## config.mk

```make
export PLATFORM = sky130hd
export DESIGN_NAME = serial_rx_port
export DESIGN_NICKNAME = d
export VERILOG_FILES = /design/src/rtl/uart_rx_pkg.sv /design/src/rtl/rx_frame_engine.sv /design/src/rtl/rx_char_fifo.sv /design/src/rtl/serial_rx_port.sv
export SDC_FILE = /design/constraint.sdc
export NUM_CORES = 1
export LEC_CHECK = 0
export ABC_AREA = 0
export BUFFER_PORTS_ARGS = -buffer_cell sky130_fd_sc_hd__buf_2
export CAP_MARGIN = 30
export CORE_ASPECT_RATIO = 0.8
export CORE_UTILIZATION = 38
export DETAILED_ROUTE_END_ITERATION = 7
export GPL_ROUTABILITY_DRIVEN = 0
export GPL_TIMING_DRIVEN = 0
export HOLD_SLACK_MARGIN = 0.15
export PLACE_DENSITY = 0.58
export SKIP_CTS_REPAIR_TIMING = 1
export SLEW_MARGIN = 20
export SYNTH_ARGS = -nofsm -noshare
export SYNTH_HDL_FRONTEND = slang
export SYNTH_HIERARCHICAL = 1
export SYNTH_SLANG_ARGS = --single-unit
```

## constraint.sdc

```tcl
create_clock -name clk -period 4.4 [get_ports clk]
set_input_delay 1.1 -clock clk [delete_from_list [all_inputs] [get_ports clk]]
set_output_delay 1.1 -clock clk [all_outputs]
set_load 0.01 [all_outputs]
```

## src/rtl/uart_rx_pkg.sv

```systemverilog
package uart_rx_pkg;
  localparam int CHAR_W = 8;

  localparam logic [2:0] A_DATA = 3'd0;
  localparam logic [2:0] A_STAT = 3'd1;
  localparam logic [2:0] A_LINE = 3'd2;
  localparam logic [2:0] A_CTRL = 3'd3;
  localparam logic [2:0] A_FLAG = 3'd4;
  localparam logic [2:0] A_CAUS = 3'd5;
  localparam logic [2:0] A_LVL  = 3'd6;

  localparam int C_EN   = 0;
  localparam int C_MSIE = 3;
  localparam int C_RXIE = 4;
  localparam int C_TOIE = 6;
  localparam logic [7:0] CTRL_MASK = 8'h79;

  typedef struct packed {
    logic              brk;
    logic              pe;
    logic              fe;
    logic [CHAR_W-1:0] data;
  } rx_char_t;
endpackage

```

## src/rtl/rx_frame_engine.sv

```systemverilog
module rx_frame_engine
  import uart_rx_pkg::*;
#(
  parameter int OVS = 16
) (
  input  logic       clk,
  input  logic       rst,
  input  logic       en,
  input  logic       tick,
  input  logic       rx,
  input  logic [1:0] wlen,
  input  logic       par_en,
  input  logic       par_even,
  input  logic       two_stop,
  output logic       push,
  output rx_char_t   chr,
  output logic       busy
);
  localparam int CNT_W = $clog2(OVS);
  localparam logic [CNT_W-1:0] MID  = CNT_W'(OVS/2 - 1);
  localparam logic [CNT_W-1:0] LAST = CNT_W'(OVS - 1);

  typedef enum logic [2:0] {S_IDLE, S_START, S_DATA, S_PAR, S_STOP1, S_STOP2, S_WAITHI} st_e;

  st_e               st;
  logic [CNT_W-1:0]  cnt;
  logic [2:0]        bidx;
  logic [CHAR_W-1:0] shreg;
  logic              par_acc, all_zero, pe_r, fe_first;

  logic [3:0]        nbits;
  logic              samp, fin, fin_fe, fin_zero;
  logic [CHAR_W-1:0] aligned;

  always_comb begin
    nbits    = {2'b00, wlen} + 4'd5;
    samp     = tick && (cnt == LAST);
    fin      = samp && ((st == S_STOP1 && !two_stop) || st == S_STOP2);
    fin_fe   = !rx || (st == S_STOP2 && fe_first);
    fin_zero = all_zero && !rx;
    aligned  = shreg >> (4'd8 - nbits);
  end

  assign busy = (st != S_IDLE);

  always_ff @(posedge clk) begin
    if (rst || !en) begin
      st       <= S_IDLE;
      cnt      <= '0;
      bidx     <= '0;
      shreg    <= '0;
      par_acc  <= 1'b0;
      all_zero <= 1'b0;
      pe_r     <= 1'b0;
      fe_first <= 1'b0;
      push     <= 1'b0;
      chr      <= '0;
    end else begin
      push <= 1'b0;
      if (st == S_WAITHI) begin
        if (rx) st <= S_IDLE;
      end else if (tick) begin
        case (st)
          S_IDLE: if (!rx) begin
            st  <= S_START;
            cnt <= '0;
          end
          S_START: begin
            if (cnt == MID) begin
              cnt <= '0;
              if (rx) st <= S_IDLE;
              else begin
                st       <= S_DATA;
                bidx     <= '0;
                shreg    <= '0;
                par_acc  <= 1'b0;
                all_zero <= 1'b1;
                pe_r     <= 1'b0;
                fe_first <= 1'b0;
              end
            end else cnt <= cnt + 1'b1;
          end
          S_DATA: begin
            if (samp) begin
              cnt      <= '0;
              shreg    <= {rx, shreg[CHAR_W-1:1]};
              par_acc  <= par_acc ^ rx;
              all_zero <= all_zero & !rx;
              if ({1'b0, bidx} == nbits - 4'd1) st <= par_en ? S_PAR : S_STOP1;
              else bidx <= bidx + 1'b1;
            end else cnt <= cnt + 1'b1;
          end
          S_PAR: begin
            if (samp) begin
              cnt      <= '0;
              pe_r     <= par_acc ^ rx ^ !par_even;
              all_zero <= all_zero & !rx;
              st       <= S_STOP1;
            end else cnt <= cnt + 1'b1;
          end
          default: begin
            if (samp) begin
              cnt <= '0;
              if (fin) begin
                push <= 1'b1;
                if (fin_zero) begin
                  chr <= '{brk: 1'b1, pe: 1'b0, fe: 1'b0, data: '0};
                  st  <= S_WAITHI;
                end else begin
                  chr <= '{brk: 1'b0, pe: pe_r, fe: fin_fe, data: aligned};
                  st  <= fin_fe ? S_WAITHI : S_IDLE;
                end
              end else begin
                fe_first <= !rx;
                all_zero <= all_zero & !rx;
                st       <= S_STOP2;
              end
            end else cnt <= cnt + 1'b1;
          end
        endcase
      end
    end
  end


  push_pulse_chk: assert property (@(posedge clk) disable iff (rst) push |=> !push);

  brk_zero_chk: assert property (@(posedge clk) disable iff (rst)
    (push && chr.brk) |-> (chr.data == '0 && !chr.fe && !chr.pe));
endmodule

```

## src/rtl/rx_char_fifo.sv

```systemverilog
module rx_char_fifo #(
  parameter int DEPTH = 16,
  parameter int W     = 11
) (
  input  logic                       clk,
  input  logic                       rst,
  input  logic                       push,
  input  logic [W-1:0]               din,
  input  logic                       pop,
  output logic [W-1:0]               dout,
  output logic [$clog2(DEPTH):0]     count,
  output logic                       empty,
  output logic                       full
);
  localparam int PTR_W = $clog2(DEPTH);

  logic [W-1:0]     mem [DEPTH];
  logic [PTR_W-1:0] wr_ptr, rd_ptr;
  logic             do_wr, do_rd;

  assign empty = (count == '0);
  assign full  = (count == (PTR_W+1)'(DEPTH));
  assign do_wr = push && !full;
  assign do_rd = pop && !empty;
  assign dout  = mem[rd_ptr];

  always_ff @(posedge clk) begin
    if (do_wr) mem[wr_ptr] <= din;
  end

  always_ff @(posedge clk) begin
    if (rst) begin
      wr_ptr <= '0;
      rd_ptr <= '0;
      count  <= '0;
    end else begin
      if (do_wr) wr_ptr <= wr_ptr + 1'b1;
      if (do_rd) rd_ptr <= rd_ptr + 1'b1;
      count <= count + (PTR_W+1)'(do_wr) - (PTR_W+1)'(do_rd);
    end
  end


  fifo_bound_chk: assert property (@(posedge clk) disable iff (rst)
    count <= (PTR_W+1)'(DEPTH));

  empty_pop_chk: assert property (@(posedge clk) disable iff (rst)
    (empty && pop && !push) |=> (count == '0));
endmodule

```

## src/rtl/serial_rx_port.sv

```systemverilog
module serial_rx_port
  import uart_rx_pkg::*;
#(
  parameter int DEPTH        = 16,
  parameter int OVS          = 16,
  parameter int TIMEOUT_BITS = 32
) (
  input  logic       clk,
  input  logic       rst,
  input  logic       baud_tick,
  input  logic       rx_in,
  input  logic       cts_in,
  input  logic       bus_en,
  input  logic       bus_we,
  input  logic [2:0] bus_addr,
  input  logic [7:0] bus_wdata,
  output logic [7:0] bus_rdata,
  output logic       irq
);
  localparam int LVL_W  = $clog2(DEPTH) + 1;
  localparam int TO_LIM = TIMEOUT_BITS * OVS;
  localparam int TO_W   = $clog2(TO_LIM + 1);
  localparam int CW     = $bits(rx_char_t);

  logic [1:0]       rx_s, cts_s;
  logic             cts_d;
  logic [7:0]       ctrl;
  logic [4:0]       line;
  logic [LVL_W-1:0] lvl;
  logic [3:0]       status, status_n;
  logic [3:0]       cause, cause_n;
  logic [TO_W-1:0]  to_cnt;

  logic             eng_push, eng_busy;
  rx_char_t         eng_chr, head;
  logic [CW-1:0]    head_raw;
  logic [LVL_W-1:0] count;
  logic             empty, full;
  logic             wr, rd, pop_go, ovr_set, to_hit, cts_chg;

  assign wr      = bus_en && bus_we;
  assign rd      = bus_en && !bus_we;
  assign pop_go  = rd && bus_addr == A_DATA && !empty;
  assign ovr_set = eng_push && full;
  assign cts_chg = cts_s[1] ^ cts_d;
  assign head    = rx_char_t'(head_raw);
  assign to_hit  = baud_tick && !empty && !eng_busy && to_cnt == TO_W'(TO_LIM - 1);

  rx_frame_engine #(.OVS(OVS)) u_engine (
    .clk(clk), .rst(rst), .en(ctrl[C_EN]), .tick(baud_tick), .rx(rx_s[1]),
    .wlen(line[1:0]), .par_en(line[2]), .par_even(line[3]), .two_stop(line[4]),
    .push(eng_push), .chr(eng_chr), .busy(eng_busy)
  );

  rx_char_fifo #(.DEPTH(DEPTH), .W(CW)) u_fifo (
    .clk(clk), .rst(rst), .push(eng_push), .din(eng_chr), .pop(pop_go),
    .dout(head_raw), .count(count), .empty(empty), .full(full)
  );

  always_comb begin
    status_n = (wr && bus_addr == A_STAT) ? 4'h0 : status;
    if (pop_go) status_n[2:0] = status_n[2:0] | {head.brk, head.pe, head.fe};
    if (ovr_set) status_n[3] = 1'b1;

    cause_n = (wr && bus_addr == A_CAUS) ? 4'h0 : cause;
    if (cts_chg && ctrl[C_MSIE]) cause_n[0] = 1'b1;
    if (ctrl[C_RXIE] && !empty && count >= lvl) cause_n[1] = 1'b1;
    if (to_hit && ctrl[C_TOIE]) cause_n[3] = 1'b1;
  end

  always_ff @(posedge clk) begin
    if (rst) begin
      rx_s   <= 2'b11;
      cts_s  <= 2'b00;
      cts_d  <= 1'b0;
      ctrl   <= '0;
      line   <= '0;
      lvl    <= LVL_W'(1);
      status <= '0;
      cause  <= '0;
      irq    <= 1'b0;
      to_cnt <= '0;
    end else begin
      rx_s   <= {rx_s[0], rx_in};
      cts_s  <= {cts_s[0], cts_in};
      cts_d  <= cts_s[1];
      status <= status_n;
      cause  <= cause_n;
      irq    <= |cause_n;
      if (empty || eng_busy) to_cnt <= '0;
      else if (baud_tick && to_cnt != TO_W'(TO_LIM)) to_cnt <= to_cnt + 1'b1;
      if (wr) begin
        case (bus_addr)
          A_LINE: line <= bus_wdata[4:0];
          A_CTRL: ctrl <= bus_wdata & CTRL_MASK;
          A_LVL:  lvl  <= bus_wdata[LVL_W-1:0];
          default: ;
        endcase
      end
    end
  end

  always_ff @(posedge clk) begin
    if (rst) bus_rdata <= '0;
    else if (rd) begin
      case (bus_addr)
        A_DATA:  bus_rdata <= empty ? 8'h00 : head.data;
        A_STAT:  bus_rdata <= {4'h0, status};
        A_LINE:  bus_rdata <= {3'b000, line};
        A_CTRL:  bus_rdata <= ctrl;
        A_FLAG:  bus_rdata <= {1'b0, full, 1'b0, empty, 3'b000, cts_s[1]};
        A_CAUS:  bus_rdata <= {4'h0, cause};
        A_LVL:   bus_rdata <= 8'(lvl);
        default: bus_rdata <= 8'h00;
      endcase
    end
  end


  stat_clear_chk: assert property (@(posedge clk) disable iff (rst)
    (wr && bus_addr == A_STAT && !ovr_set) |=> (status == 4'h0));

  ovr_keep_chk: assert property (@(posedge clk) disable iff (rst)
    (eng_push && full && !pop_go) |=> (status[3] && count == $past(count)));

  disabled_quiet_chk: assert property (@(posedge clk) disable iff (rst)
    !ctrl[C_EN] |=> !eng_push);
endmodule

```

**Yosys cells after proc, flatten, opt, wreduce, memory -nomap -nowiden**

Memory sizes are Yosys's and may differ from the RTL's. A register that Yosys moved wholly into a read port is not among the register bits.
Cells that the tools add are included.
Widths: inputs -> output; s select.

- Bits in registers: 94
- Memory bits (writable): 176
- Input port bits: 18
- Logic and storage cells: 204
- Output and inout bits: 9
- Bits in read-only memories: 0
- Latch bits: 0
- Memories: 1

- Order comparisons: 1
- Multiply operators: 0
- Bitwise logic cells: 11
- Div/mod/pow operators: 0
- Shift operators: 1
- Multiplexer cells: 58
- Equality and inequality tests: 33
- Reductions and logical operators: 61
- Add/subtract/negate cells: 10

Memories:

| memory | words | bits a word | rd ports | clocked after memory_dff | wr ports | line | text |
|---|---|---|---|---|---|---|---|
| u_fifo.mem | 16 | 11 | 1 | 1 | 1 | rx_char_fifo.sv:17 | `logic [W-1:0] mem [DEPTH];` |

Operators by type and width:

| kind | count |
|---|---|
| $pmux 8 s7 | 1 |
| $mux 3 | 18 |
| $mux 8 | 4 |
| $mux 4 | 7 |
| $logic_and 1x1->1 | 22 |
| $eq 3x3->1 const B | 6 |
| $mux 1 | 18 |
| $pmux 8 s2 | 1 |
| $reduce_and 8->1 | 2 |
| $reduce_and 7->1 | 2 |
| $add 4x1->4 const B | 3 |
| $eq 3x2->1 const B | 4 |
| $ne 3x1->1 const B | 4 |
| $pmux 3 s4 | 1 |
| $reduce_and 6->1 | 2 |
| $mux 11 | 1 |
| $add 10x1->10 const B | 1 |
| $eq 10x9->1 const B | 1 |
| $ne 10x10->1 const B | 1 |
| $ne 2x2->1 const B | 5 |
| $reduce_bool 2->1 | 5 |
| $logic_not 1->1 | 8 |
| $ne 2x1->1 const B | 4 |
| $pmux 4 s2 | 1 |
| other kinds (35) | 53 |

**Longest topological paths before layout**

- Depth after elaboration: 10
- Mapped depth: 16
- Gate-level depth less buffers: 16

**Cells and area by module**

The synthesis kept the hierarchy.

By module, submodules not included:

| module | cells an instance | instances | seq. area each (um^2) | area each (um^2) |
|---|---|---|---|---|
| rx_char_fifo | 379 | 1 | 5625.4 | 7634.8 |
| serial_rx_port | 251 | 1 | 940.9 | 2270.9 |
| rx_frame_engine | 236 | 1 | 680.7 | 1910.6 |

**Worst setup path after synthesis**

OpenSTA, ideal clock, no wires.

- Kind: input-to-reg
- Start point: in bus_addr[2]
- End point: reg u_fifo.count[4]
- Data required time: 4.330 ns
- Arrival time: 3.435 ns
- Stages: 12
- Path buffers: 0
- Setup slack: 0.896 ns
- Setup time: 0.070 ns
- Path through: nor4_1 and2_1 nand2_1 inv_1 ha_1 inv_1 ha_1 fa_1 a21oi_1 nor2_1 or3_1 a21oi_1

- Word-level cells in the longest chain between the ends: 5

RTL lines:

| element | line | text |
|---|---|---|
| from (decl) | serial_rx_port.sv:15 | `input logic [2:0] bus_addr,` |
| $logic_not 3->1 | serial_rx_port.sv:43 | `assign pop_go = rd && bus_addr == A_DATA && !empty;` |
| $logic_and 1x1->1 (2 in series) | serial_rx_port.sv:43 |  |
| named net pop_go | serial_rx_port.sv:39 | `logic wr, rd, pop_go, ovr_set, to_hit, cts_chg;` |
| $logic_and 1x1->1 | rx_char_fifo.sv:24 | `assign do_rd = pop && !empty;` |
| $sub 5x1->5 | rx_char_fifo.sv:39 | `count <= count + (PTR_W+1)'(do_wr) - (PTR_W+1)'(do_rd);` |
| to (signal assigned) | rx_char_fifo.sv:39 |  |
| to (decl) | rx_char_fifo.sv:11 | `output logic [$clog2(DEPTH):0] count,` |

The timed path passes the listed nets, and every way through them passes these cells.
A chain may end at the register's enable or synchronous reset.

**Worst setup path in the final report**

- Start point: reg u_fifo.count[3]
- End point: reg u_fifo.count[4]

- Word-level cells in the longest chain between the ends: 5

RTL lines:

| element | line | text |
|---|---|---|
| $logic_not 5->1 | rx_char_fifo.sv:21 | `assign empty = (count == '0);` |
| named net empty | serial_rx_port.sv:38 | `logic empty, full;` |
| $logic_not 1->1 | serial_rx_port.sv:43 |  |
| $logic_and 1x1->1 | serial_rx_port.sv:43 |  |
| named net pop_go | serial_rx_port.sv:39 |  |
| $logic_and 1x1->1 | rx_char_fifo.sv:24 |  |
| $sub 5x1->5 | rx_char_fifo.sv:39 |  |

The timed path passes the listed nets, and every way through them passes these cells.

==> flow_metrics.env <==
export IMPL_outcome="finished, final reports clean"
export IMPL_die_area_um2=31800
export IMPL_dieWidth_um=199
export IMPL_path_cells="inv_1 > ha_1 > or4b_4 > inv_1 > nor4_1 > and2_1 > nand2_1 > inv_1 > ha_1 > inv_1 > ha_1 > fa_1 > a21oi_1 > nor2_1 > or3_1 > a21oi_1"
export IMPL_h_tree_depth=1
export IMPL_layout_setup_ws_ns=0.498
export IMPL_slew_violations=0
export IMPL_drive_gt1_share_pct=14.7
export IMPL_multiInputGateArea_um2=4240
export IMPL_setup_viol=0
export IMPL_cts_tree="built"
export IMPL_track_usage_pct=17.1
export IMPL_die_h_um=160
export IMPL_clkLatencyLatePin_ns=0.55
export IMPL_arrival_ns=4.37
export IMPL_ios=27
export IMPL_critPathMaxFanout=8
export IMPL_min_delay_start="rx_s[0]"
export IMPL_period_share_pct=88.7
export IMPL_cp_end_kind="register"
export IMPL_area_growth_pct=13.8
export IMPL_final_common_cell="edfxtp_1"
export IMPL_avgSynthCellArea_um2=13.6
export IMPL_max_freq_mhz=256
export IMPL_fin_area_um2=13400
export IMPL_firstDrtPassIters=7
export IMPL_ant_nets=0
export IMPL_ys_ff_latch=274
export IMPL_ys_flop_type="edfxtp_1"
export IMPL_start_util_pct=38.8
export IMPL_cts_root_buf="clkbuf_16"
export IMPL_startpoint_type="register"
export IMPL_pwr_density_cell_nw_per_um2=385
export IMPL_tns_ns=0
export IMPL_grt_start_max_net_pins=18
export IMPL_drc=0
export IMPL_final_util_pct=44.2
export IMPL_diodes=0
export IMPL_critPathMaxStageDelay_ns=0.65
export IMPL_ys_async_sr_fraction_pct=0
export IMPL_hp_class="register to register"
export IMPL_final_nets=965
export IMPL_clockBufferDepth=3
export IMPL_dp_slack_ns=0.253
export IMPL_netlist_instances=866
export IMPL_clkTransAtPathRegs_ns=0.06
export IMPL_yosysSeqAreaShare_pct=61.3
export IMPL_fin_crit_ns=3.90
export IMPL_crit_type="register to register"
export IMPL_grt_pass1_wl_mm=41.3
export IMPL_rsz0062_at_grt="no"
export IMPL_cts_made_buffers=29
export IMPL_dpl_instance_area_um2=12500
export IMPL_irDropWorstVdd_mv=0.249
export IMPL_place_port_buffers=24
export IMPL_slowest_stage="nor4_1"
export IMPL_rows=57
export IMPL_critical_path_top_delay_family="simple AND/OR/NAND/NOR gates"
export IMPL_netlist_area_um2=11800
export IMPL_antenna_found_initial=0
export IMPL_regArea_um2=7250
export IMPL_via_per_inst=5.34
export IMPL_drt_first_iter_violations=589
export IMPL_fill_cells=2767
export IMPL_crit_start="u_fifo/count[3]"
export IMPL_synth_net_count=905
export IMPL_cap_violations=0
export IMPL_path_buf_inv=4
export IMPL_crit_top_cell="inv_1"
export IMPL_first_global_vias=6832
export IMPL_p_leak_nw=3.92
export IMPL_holdWs_ns=0.412
export IMPL_yosysUniqueCellTypes=79
export IMPL_core_um2=30500
export IMPL_crit_required_ns=4.87
export IMPL_clock_sink_count=274
export IMPL_post_drt_wl_per_cell_um=20.0
export IMPL_globalRouteOverflowTotal=0
export IMPL_synth_edff_count=176
export IMPL_dp_hpwl_mm=18.7
export IMPL_hold_viol=0
export IMPL_wirelength_mm=27.1
export IMPL_vias=7257
export IMPL_ys_warn_count=6
export IMPL_tightest_slew_ns=0.834
export IMPL_r2r_start="u_fifo/count[3]"
export IMPL_final_cell_mix="176 x edfxtp_1, 98 x dfxtp_1, 66 x nor2_1, 53 x nand2_1"
export IMPL_timing_slew_headroom_pct=44.0
export IMPL_fin_worst_skew_ns=0.0197
==> registers in the layout (all words and copies together) (netlist names), 2 cells and up, named ones only <==
register and flops:
u_engine/cnt 4, lvl 5, rx_s 2, ctrl 5
u_engine/shreg 8, u_fifo/mem 176, line 5, u_engine/chr 11
u_fifo/wr_ptr 4, u_engine/bidx 3, u_engine/st 3, bus_rdata 8
to_cnt 10, u_fifo/count 5, cts_s 2, u_fifo/rd_ptr 4
status 4, cause 4
==> worst reg2reg max path, cell delays in order, from the launching register on <==
cell     delay (ns)
dfxtp_1        0.39
inv_1          0.08
ha_1           0.19
or4b_4         0.23
inv_1          0.15
nor4_1         0.65
and2_1         0.38
nand2_1        0.15
inv_1          0.09
ha_1           0.12
inv_1          0.04
ha_1           0.21
fa_1           0.41
a21oi_1        0.18
nor2_1         0.08
or3_1          0.34
a21oi_1        0.13
==> stage by stage <==
stage          power, mW  cells
6_report            5.17   1360
5_1_grt             5.32   1360
3_5_place_dp        2.84   1308
2_1_floorplan       2.82    866
4_1_cts             5.22   1360
3_3_place_gp        2.84   1303
==> worst paths after layout <==
path	depth (start not counted)	end	slack, ns
min	1	rx_s[1]	0.41
min reg2reg	1	rx_s[1]	0.41
max	16	u_fifo/count[4]	0.50
max reg2reg	16	u_fifo/count[4]	0.50
==> cells by family after synthesis <==
logic type               share of synthesized area (%)
AO/OA/AOI/OAI                                     8.09
multiplexers                                      11.9
adder cells (fa/ha/maj)                           2.37
AND/OR/NAND/NOR                                   11.7
buffers and inverters                             3.06
XOR/XNOR                                          1.56
flip-flops                                        61.3
==> synthesized netlist by cell type (all sizes together) (18+ instances only) <==
| cell type | count | share of area (%) |
|---|---|---|
| nand2 | 53 | 1.7 |
| o21ai | 18 | 0.76 |
| mux4 | 44 | 9.1 |
| nand3 | 23 | 0.97 |
| a22oi | 29 | 1.8 |
| edfxtp | 176 | 45 |
| buf | 24 | 1.5 |
| a21oi | 42 | 1.8 |
| ha | 20 | 2.1 |
| mux2i | 26 | 2.2 |
| inv | 25 | 0.79 |
| clkbuf | 23 | 0.74 |
| dfxtp | 98 | 17 |
| nor2 | 70 | 2.2 |
==> area by class of cell <==
cell class,count,share of cell area (%)
inverter,25,0.698
clock inverter,10,0.772
timing repair buffer,29,1.08
buffer,47,1.99
clock buffer,42,6.16
tap,413,3.84
multi-input combinational,520,31.6
sequential,274,53.9
==> routing by layer <==
layer	GRT usage, %	routed length [um]
met1	27.3	13800
met5	0	0
met2	24.4	11500
met4	3.43	468
met3	2.39	1340
==> power breakdown <==
| group | internal [mW] | switching (mW) |
|---|---|---|
| clock | 1.41 | 0.965 |
| sequential | 2.71 | 0.00428 |
| combinational | 0.0290 | 0.0493 |
Note: power is estimated with default switching activity, not from simulation.
